--- src/rtl/dds_pkg.sv ---
package dds_pkg;
  localparam real PI = 3.14159265358979323846;
  localparam int  SYNC_STAGES = 2;

  typedef enum logic {
    WAVE_SINE = 1'b0,
    WAVE_TRI  = 1'b1
  } wave_e;
endpackage

--- src/rtl/dds_btn_sync.sv ---
module dds_btn_sync
  import dds_pkg::*;
(
  input  logic clk_i,
  input  logic rst_ni,
  input  logic btn_ni,
  output logic pressed_o
);
  logic [SYNC_STAGES-1:0] sync_q;

  always_ff @(posedge clk_i or negedge rst_ni) begin
    if (!rst_ni) sync_q <= '1;
    else         sync_q <= {sync_q[SYNC_STAGES-2:0], btn_ni};
  end

  assign pressed_o = ~sync_q[SYNC_STAGES-1];


  sync_depth_chk: assert property (@(posedge clk_i) disable iff (!rst_ni)
    $rose(pressed_o) |-> !$past(btn_ni, 2));
endmodule

--- src/rtl/dds_freq_scale.sv ---
module dds_freq_scale #(
  parameter int SW_W        = 18,
  parameter int ACC_W       = 32,
  parameter int CLK_HZ      = 50_000_000,
  parameter int RANGE_SHIFT = 8,
  parameter int FRAC_W      = 48
) (
  input  logic             clk_i,
  input  logic             rst_ni,
  input  logic [SW_W-1:0]  freq_i,
  input  logic             range_i,
  output logic [ACC_W-1:0] inc_o
);
  localparam int FEFF_W = SW_W + RANGE_SHIFT;
  localparam int MATH_W = 128;
  // 2^(ACC_W+FRAC_W)/CLK_HZ, rounded; FRAC_W keeps the error below one rounding step
  localparam logic [MATH_W-1:0] SCALE_K =
    ((MATH_W'(1) << (ACC_W + FRAC_W)) + MATH_W'(CLK_HZ / 2)) / MATH_W'(CLK_HZ);
  localparam logic [MATH_W-1:0] HALF_LSB = MATH_W'(1) << (FRAC_W - 1);
  localparam logic [MATH_W-1:0] NORM_MAX =
    ((MATH_W'({SW_W{1'b1}}) * SCALE_K) + HALF_LSB) >> FRAC_W;

  logic [FEFF_W-1:0] f_eff_w;
  logic [MATH_W-1:0] prod_w;
  logic [ACC_W-1:0]  inc_d;

  assign f_eff_w = range_i ? {freq_i, {RANGE_SHIFT{1'b0}}} : FEFF_W'(freq_i);
  assign prod_w  = MATH_W'(f_eff_w) * SCALE_K;
  assign inc_d   = ACC_W'((prod_w + HALF_LSB) >> FRAC_W);

  always_ff @(posedge clk_i or negedge rst_ni) begin
    if (!rst_ni) inc_o <= '0;
    else         inc_o <= inc_d;
  end


  zero_inc_chk: assert property (@(posedge clk_i) disable iff (!rst_ni)
    (freq_i == '0) |=> (inc_o == '0));


  inc_range_chk: assert property (@(posedge clk_i) disable iff (!rst_ni)
    !range_i |=> (MATH_W'(inc_o) <= NORM_MAX));
endmodule

--- src/rtl/dds_phase_acc.sv ---
module dds_phase_acc #(
  parameter int ACC_W = 32,
  parameter int TOP_W = 11
) (
  input  logic             clk_i,
  input  logic             rst_ni,
  input  logic [ACC_W-1:0] inc_i,
  output logic [TOP_W-1:0] phase_top_o
);
  logic [ACC_W-1:0] phase_q;

  always_ff @(posedge clk_i or negedge rst_ni) begin
    if (!rst_ni) phase_q <= '0;
    else         phase_q <= phase_q + inc_i;
  end

  assign phase_top_o = phase_q[ACC_W-1 -: TOP_W];


  phase_hold_chk: assert property (@(posedge clk_i) disable iff (!rst_ni)
    (inc_i == '0) |=> $stable(phase_q));
endmodule

--- src/rtl/dds_wave_gen.sv ---
module dds_wave_gen
  import dds_pkg::*;
#(
  parameter int DAC_W  = 10,
  parameter int LUT_AW = 8,
  parameter int TOP_W  = 11
) (
  input  logic             clk_i,
  input  logic             rst_ni,
  input  logic [TOP_W-1:0] phase_top_i,
  input  wave_e            wave_i,
  output logic [DAC_W-1:0] sample_o
);
  localparam int DEPTH = 1 << LUT_AW;
  localparam int MID   = 1 << (DAC_W - 1);
  localparam int AMP   = MID - 1;

  typedef logic [DAC_W-1:0] code_t;

  function automatic code_t sine_code(int k);
    real a;
    a = real'(MID) + real'(AMP) * $sin(2.0 * PI * real'(k) / real'(DEPTH));
    return code_t'($rtoi(a));
  endfunction

  code_t rom_w [DEPTH];
  for (genvar k = 0; k < DEPTH; k++) begin : g_rom
    assign rom_w[k] = sine_code(k);
  end

  logic [LUT_AW-1:0] addr_w;
  logic [DAC_W:0]    tri_ph_w;
  code_t             tri_w;
  code_t             next_w;

  assign addr_w   = phase_top_i[TOP_W-1 -: LUT_AW];
  assign tri_ph_w = phase_top_i[TOP_W-1 -: DAC_W+1];
  assign tri_w    = tri_ph_w[DAC_W] ? ~tri_ph_w[DAC_W-1:0] : tri_ph_w[DAC_W-1:0];
  assign next_w   = (wave_i == WAVE_TRI) ? tri_w : rom_w[addr_w];

  always_ff @(posedge clk_i or negedge rst_ni) begin
    if (!rst_ni) sample_o <= code_t'(MID);
    else         sample_o <= next_w;
  end


  sine_floor_chk: assert property (@(posedge clk_i) disable iff (!rst_ni)
    (wave_i == WAVE_SINE) |=> (sample_o != '0));
endmodule

--- src/rtl/dds_synth.sv ---
module dds_synth
  import dds_pkg::*;
#(
  parameter int CLK_HZ      = 50_000_000,
  parameter int SW_W        = 18,
  parameter int ACC_W       = 32,
  parameter int RANGE_SHIFT = 8,
  parameter int FRAC_W      = 48,
  parameter int DAC_W       = 10,
  parameter int LUT_AW      = 8
) (
  input  logic             clk_i,
  input  logic             rst_ni,
  input  logic [SW_W-1:0]  freq_sw_i,
  input  logic             range_btn_ni,
  input  logic             wave_btn_ni,
  output logic [DAC_W-1:0] dac_code_o,
  output logic             dac_blank_o,
  output logic             dac_sync_o,
  output logic             dac_clk_o
);
  localparam int TOP_W = (LUT_AW > DAC_W + 1) ? LUT_AW : DAC_W + 1;

  logic             range_w;
  logic             tri_w;
  logic [ACC_W-1:0] inc_w;
  logic [TOP_W-1:0] phase_top_w;
  wave_e            wave_w;

  dds_btn_sync u_range_sync (
    .clk_i    (clk_i),
    .rst_ni   (rst_ni),
    .btn_ni   (range_btn_ni),
    .pressed_o(range_w)
  );

  dds_btn_sync u_wave_sync (
    .clk_i    (clk_i),
    .rst_ni   (rst_ni),
    .btn_ni   (wave_btn_ni),
    .pressed_o(tri_w)
  );

  assign wave_w = tri_w ? WAVE_TRI : WAVE_SINE;

  dds_freq_scale #(
    .SW_W       (SW_W),
    .ACC_W      (ACC_W),
    .CLK_HZ     (CLK_HZ),
    .RANGE_SHIFT(RANGE_SHIFT),
    .FRAC_W     (FRAC_W)
  ) u_scale (
    .clk_i  (clk_i),
    .rst_ni (rst_ni),
    .freq_i (freq_sw_i),
    .range_i(range_w),
    .inc_o  (inc_w)
  );

  dds_phase_acc #(
    .ACC_W(ACC_W),
    .TOP_W(TOP_W)
  ) u_acc (
    .clk_i      (clk_i),
    .rst_ni     (rst_ni),
    .inc_i      (inc_w),
    .phase_top_o(phase_top_w)
  );

  dds_wave_gen #(
    .DAC_W (DAC_W),
    .LUT_AW(LUT_AW),
    .TOP_W (TOP_W)
  ) u_wave (
    .clk_i      (clk_i),
    .rst_ni     (rst_ni),
    .phase_top_i(phase_top_w),
    .wave_i     (wave_w),
    .sample_o   (dac_code_o)
  );

  assign dac_blank_o = 1'b1;
  assign dac_sync_o  = 1'b1;
  assign dac_clk_o   = clk_i;
endmodule

--- config.mk ---
export PLATFORM = sky130hd
export DESIGN_NAME = dds_synth
export DESIGN_NICKNAME = d
export VERILOG_FILES = /design/src/rtl/dds_pkg.sv /design/src/rtl/dds_btn_sync.sv /design/src/rtl/dds_freq_scale.sv /design/src/rtl/dds_phase_acc.sv /design/src/rtl/dds_wave_gen.sv /design/src/rtl/dds_synth.sv
export SDC_FILE = /design/constraint.sdc
export NUM_CORES = 2
export LEC_CHECK = 0
export BUFFER_PORTS_ARGS = -buffer_cell sky130_fd_sc_hd__buf_2
export CAP_MARGIN = 25
export CORE_MARGIN = 5
export CORE_UTILIZATION = 50
export DETAILED_ROUTE_END_ITERATION = 8
export HOLD_SLACK_MARGIN = 0.08
export PLACE_DENSITY = 0.73
export SYNTH_ARGS = -nofsm -noshare
export SYNTH_HDL_FRONTEND = slang
export SYNTH_HIERARCHICAL = 1
export SYNTH_SLANG_ARGS = --single-unit
--- constraint.sdc ---
create_clock -name clk_i -period 8.7 [get_ports clk_i]
set_clock_uncertainty 0.2 [all_clocks]
set_input_delay 0 -clock clk_i [delete_from_list [all_inputs] [get_ports clk_i]]
set_output_delay 0 -clock clk_i [all_outputs]
set_load 0.01 [all_outputs]
==> impl_results.md <==
* Diode count at 0
* I/O Buffers at 32
* Status: complete, no violations
* Worst Setup Start Kind: flip-flop
* Fmax at 117 MHz
* Maxcap violations at 0
* Setup CP Type: flip-flop to flip-flop
* Crit path cell chain: clkinvlp_4, nand2b_1, inv_1, fa_1, fa_1, inv_1, fa_1, fa_1, fa_1, inv_1, fa_1, ha_1, a21oi_1, o21ai_0, a211o_1, a211oi_2, a21o_1, nand2_1, a31o_2, mux2i_1, a2111oi_1
* Detail-routed net length per standard cell at 22.8 µm
* Synthesized instance count at 2,994
* Synth warn at 6
* Mux cell area share after synthesis at 1.12%
* Initial antenna violation count at 2
* Highest-count cells in the layout ignoring fill and taps: 813 x inv_1, 479 x fa_1, 437 x ha_1, 154 x a21oi_1, 124 x nand2_1
* Initial core utilization at 50.7%
* Die Height at between 200 and 250 µm
* Largest family of logic cells by synthesized area: adder cells
* Post-Route Utilization at a little over half
* Nets@finish at 3,962
* Mapped Avg Cell Area at 9.17 µm²
* Final worst slack at 0.162 ns
* Most numerous cell on the critical path: fa_1
* Gpl congestion at 1.08
* Commonest non-fill, non-tap cell in the layout: inv_1
* Chip Width at 244 µm
* Fin. Hold Viols at 0
* Site Rows at 85
* CP peak stage delay at 0.61 ns
* First-pass GRT wire length at between 100 and 150 mm
* Largest net degree at the start of global routing at 100
* Share of layout cells above drive strength 1 at about 6.3%
* Multi-input gate area at 0.0220 mm²
* GRT Util Overall at 28.7%
* Number of synthesized flops with an enable pin at 0
* Placed cell count at approximately 3,700
* Filler instances at around 4,900
* Crit Path Max Fanout at 12
* Post-synthesis adder-cell area fraction at 54.9%
* Cell Count, Final, Fillers Out at 3,725
* CP Buf/Inv Count at 4
* Core area at 0.0541 mm²
* Reg area at 0.00196 mm²
* Clk slew on worst S/H paths at about 0.070 ns
* Detailed Route WL at 85.0 mm
* Placed cell areas at 0.0285 mm²
* Setup WS pre-CTS at ~0.052 ns
* DRT Pass-1 Iters at 5
* Period minus WS final at 8.54 ns
* Dpl hpwl at 73.3 mm
* Crit end category: flip-flop
* Simple-Gate Fraction of Synth Area at 8.30%
* Post-Syn Area at 0.0274 mm²
* Async SR Flop Fraction at 100%
* Initial drt markers at 2,342
* ANT nets after route at 0
* Distinct cells, synth at 102
* Min-Delay Path Class: clock port to output pin
* Flops & latches, synth at 78
* CTS tree: yes
* Sequential area share after synthesis at 7.14%
* Fin. max-slew vios at 0
* Top-Level Pins at 35
* Post-synthesis xor/xnor area fraction at 2.39%
* Layout Area Growth over Synthesis at 5.66%
* Main synth FF type: dfrtp_1
* CP Data Required Time at 8.84 ns
* Die area at 0.0597 mm²
* Slew at the pin with the worst max-slew slack at roughly 0.98 ns
* Clk_lat worst skew at 0.46 ns
* Vias at 21,570
* RSZ-0062 raised after global routing: no
* Vias in the first global route at 22,226
* # DRC at 0
* Complex-gate fraction of the synthesized area at 13.3%
* Grt ovf at 0
* Vias per cell at 5.79
* CP top delay family: adder cells
* Period utilisation layout at between 90% and 100%
* Slew HR at 34.3%
* Worst path slowest cell: fa_1
* Design Area, Final at 0.0290 mm²
* WP data arrival at 8.68 ns
* Final Setup Violations at 0
## cells by family (layout without fill, tap and decap cells)
logic type | count (synthesis) | count (layout)
buffers and inverters | 907 | 941
other | 1 | 2
xor gates and xnor gates | 75 | 75
and+or+nand+nor | 448 | 448
AOI/OAI and AO/OA | 544 | 544
muxes | 24 | 24
DFF | 78 | 78
adders and majority gates | 917 | 917
## worst paths after layout
| check | start | end | slack, ns | cells past startpoint |
|---|---|---|---|---|
| worst max-delay path | u_range_sync/sync_q[1]$_DFF_PN1_ | u_scale/inc_o[31]$_DFF_PN0_ | 0.16 | 21 |
| max in group asynchronous | rst_ni | u_wave_sync/sync_q[1]$_DFF_PN1_ | 7.42 | 4 |
| worst min register to register | u_wave_sync/sync_q[0]$_DFF_PN1_ | u_wave_sync/sync_q[1]$_DFF_PN1_ | 0.16 | 0 |
| worst max register to register | u_range_sync/sync_q[1]$_DFF_PN1_ | u_scale/inc_o[31]$_DFF_PN0_ | 0.16 | 21 |
| worst min-delay path | clk_i | dac_clk_o | 0.13 | 3 |
| min in group asynchronous | rst_ni | u_wave/sample_o[8]$_DFF_PN0_ | 0.26 | 3 |
## registers in the layout, indices dropped and copies added, names as in the netlist
| register | flops |
|---|---|
| u_scale/inc_o | 32 |
| u_wave_sync/sync_q | 2 |
| u_wave/sample_o | 10 |
| u_range_sync/sync_q | 2 |
| u_acc/phase_q | 32 |
## cell usage after synthesis (19+ instances only)
library cell  count  area, µm²
nand2b_1         34        213
nand4_1          25        156
nand2_1         124        465
xor2_1           31        272
a211oi_1         22        165
dfrtp_1          73       1830
nor2_1           83        312
a21oi_1         154        771
nor2b_1          30        188
inv_1           814       3060
or2_2            19        119
fa_1            479       9590
ha_1            437       5470
o21ai_0         101        505
a31oi_1          26        163
and2_1           25        156
clkbuf_1         43        161
a21o_1           57        428
buf_2            23        115
xnor2_1          44        385
nand3_1          34        170
nor3_1           24        120
## timing repair
action,in CTS,in global routing
endpoints found under the hold margin,80,14
hold buffers,5,1
setup endpoints to repair,0,12
gates resized for setup,0,3
setup buffers,0,0
## cell type report
| type | count | area share [%] |
|---|---|---|
| Multi-Input combinational cell | 2010 | 75.8 |
| Inverter | 816 | 10.6 |
| Sequential cell | 78 | 6.77 |
| Tap cell | 696 | 3.00 |
| Timing Repair Buffer | 104 | 2.55 |
| Clock buffer | 13 | 1.05 |
| Clock inverter | 7 | 0.224 |
| Timing Repair inverter | 1 | 0.0173 |
## tightest hold or removal path, cell delays in order
cell       delay [ns]
clkbuf_16        0.10
clkbuf_16        0.10
buf_2            0.12
## through the flow
| step | hold slack [ns] | TNS, ns |
|---|---|---|
| after floorplan | -0.496 | 0 |
| after global placement | -0.0994 | -0.611 |
| after detailed placement | -0.0994 | 0 |
| after CTS | 0.110 | 0 |
| after global routing | 0.138 | 0 |
| final | 0.126 | 0 |
## per-layer routing
metal	track usage [%]	wire length (µm)	vias up
met1	39.7	35600	10665
met5	0	24	-
met3	8.03	8690	206
met4	9.81	3720	4
li1	-	-	9657
met2	43.6	37000	1038
Power is not shown: default switching activity piles up to over one toggle a cycle in this logic, so the estimate is an artifact.
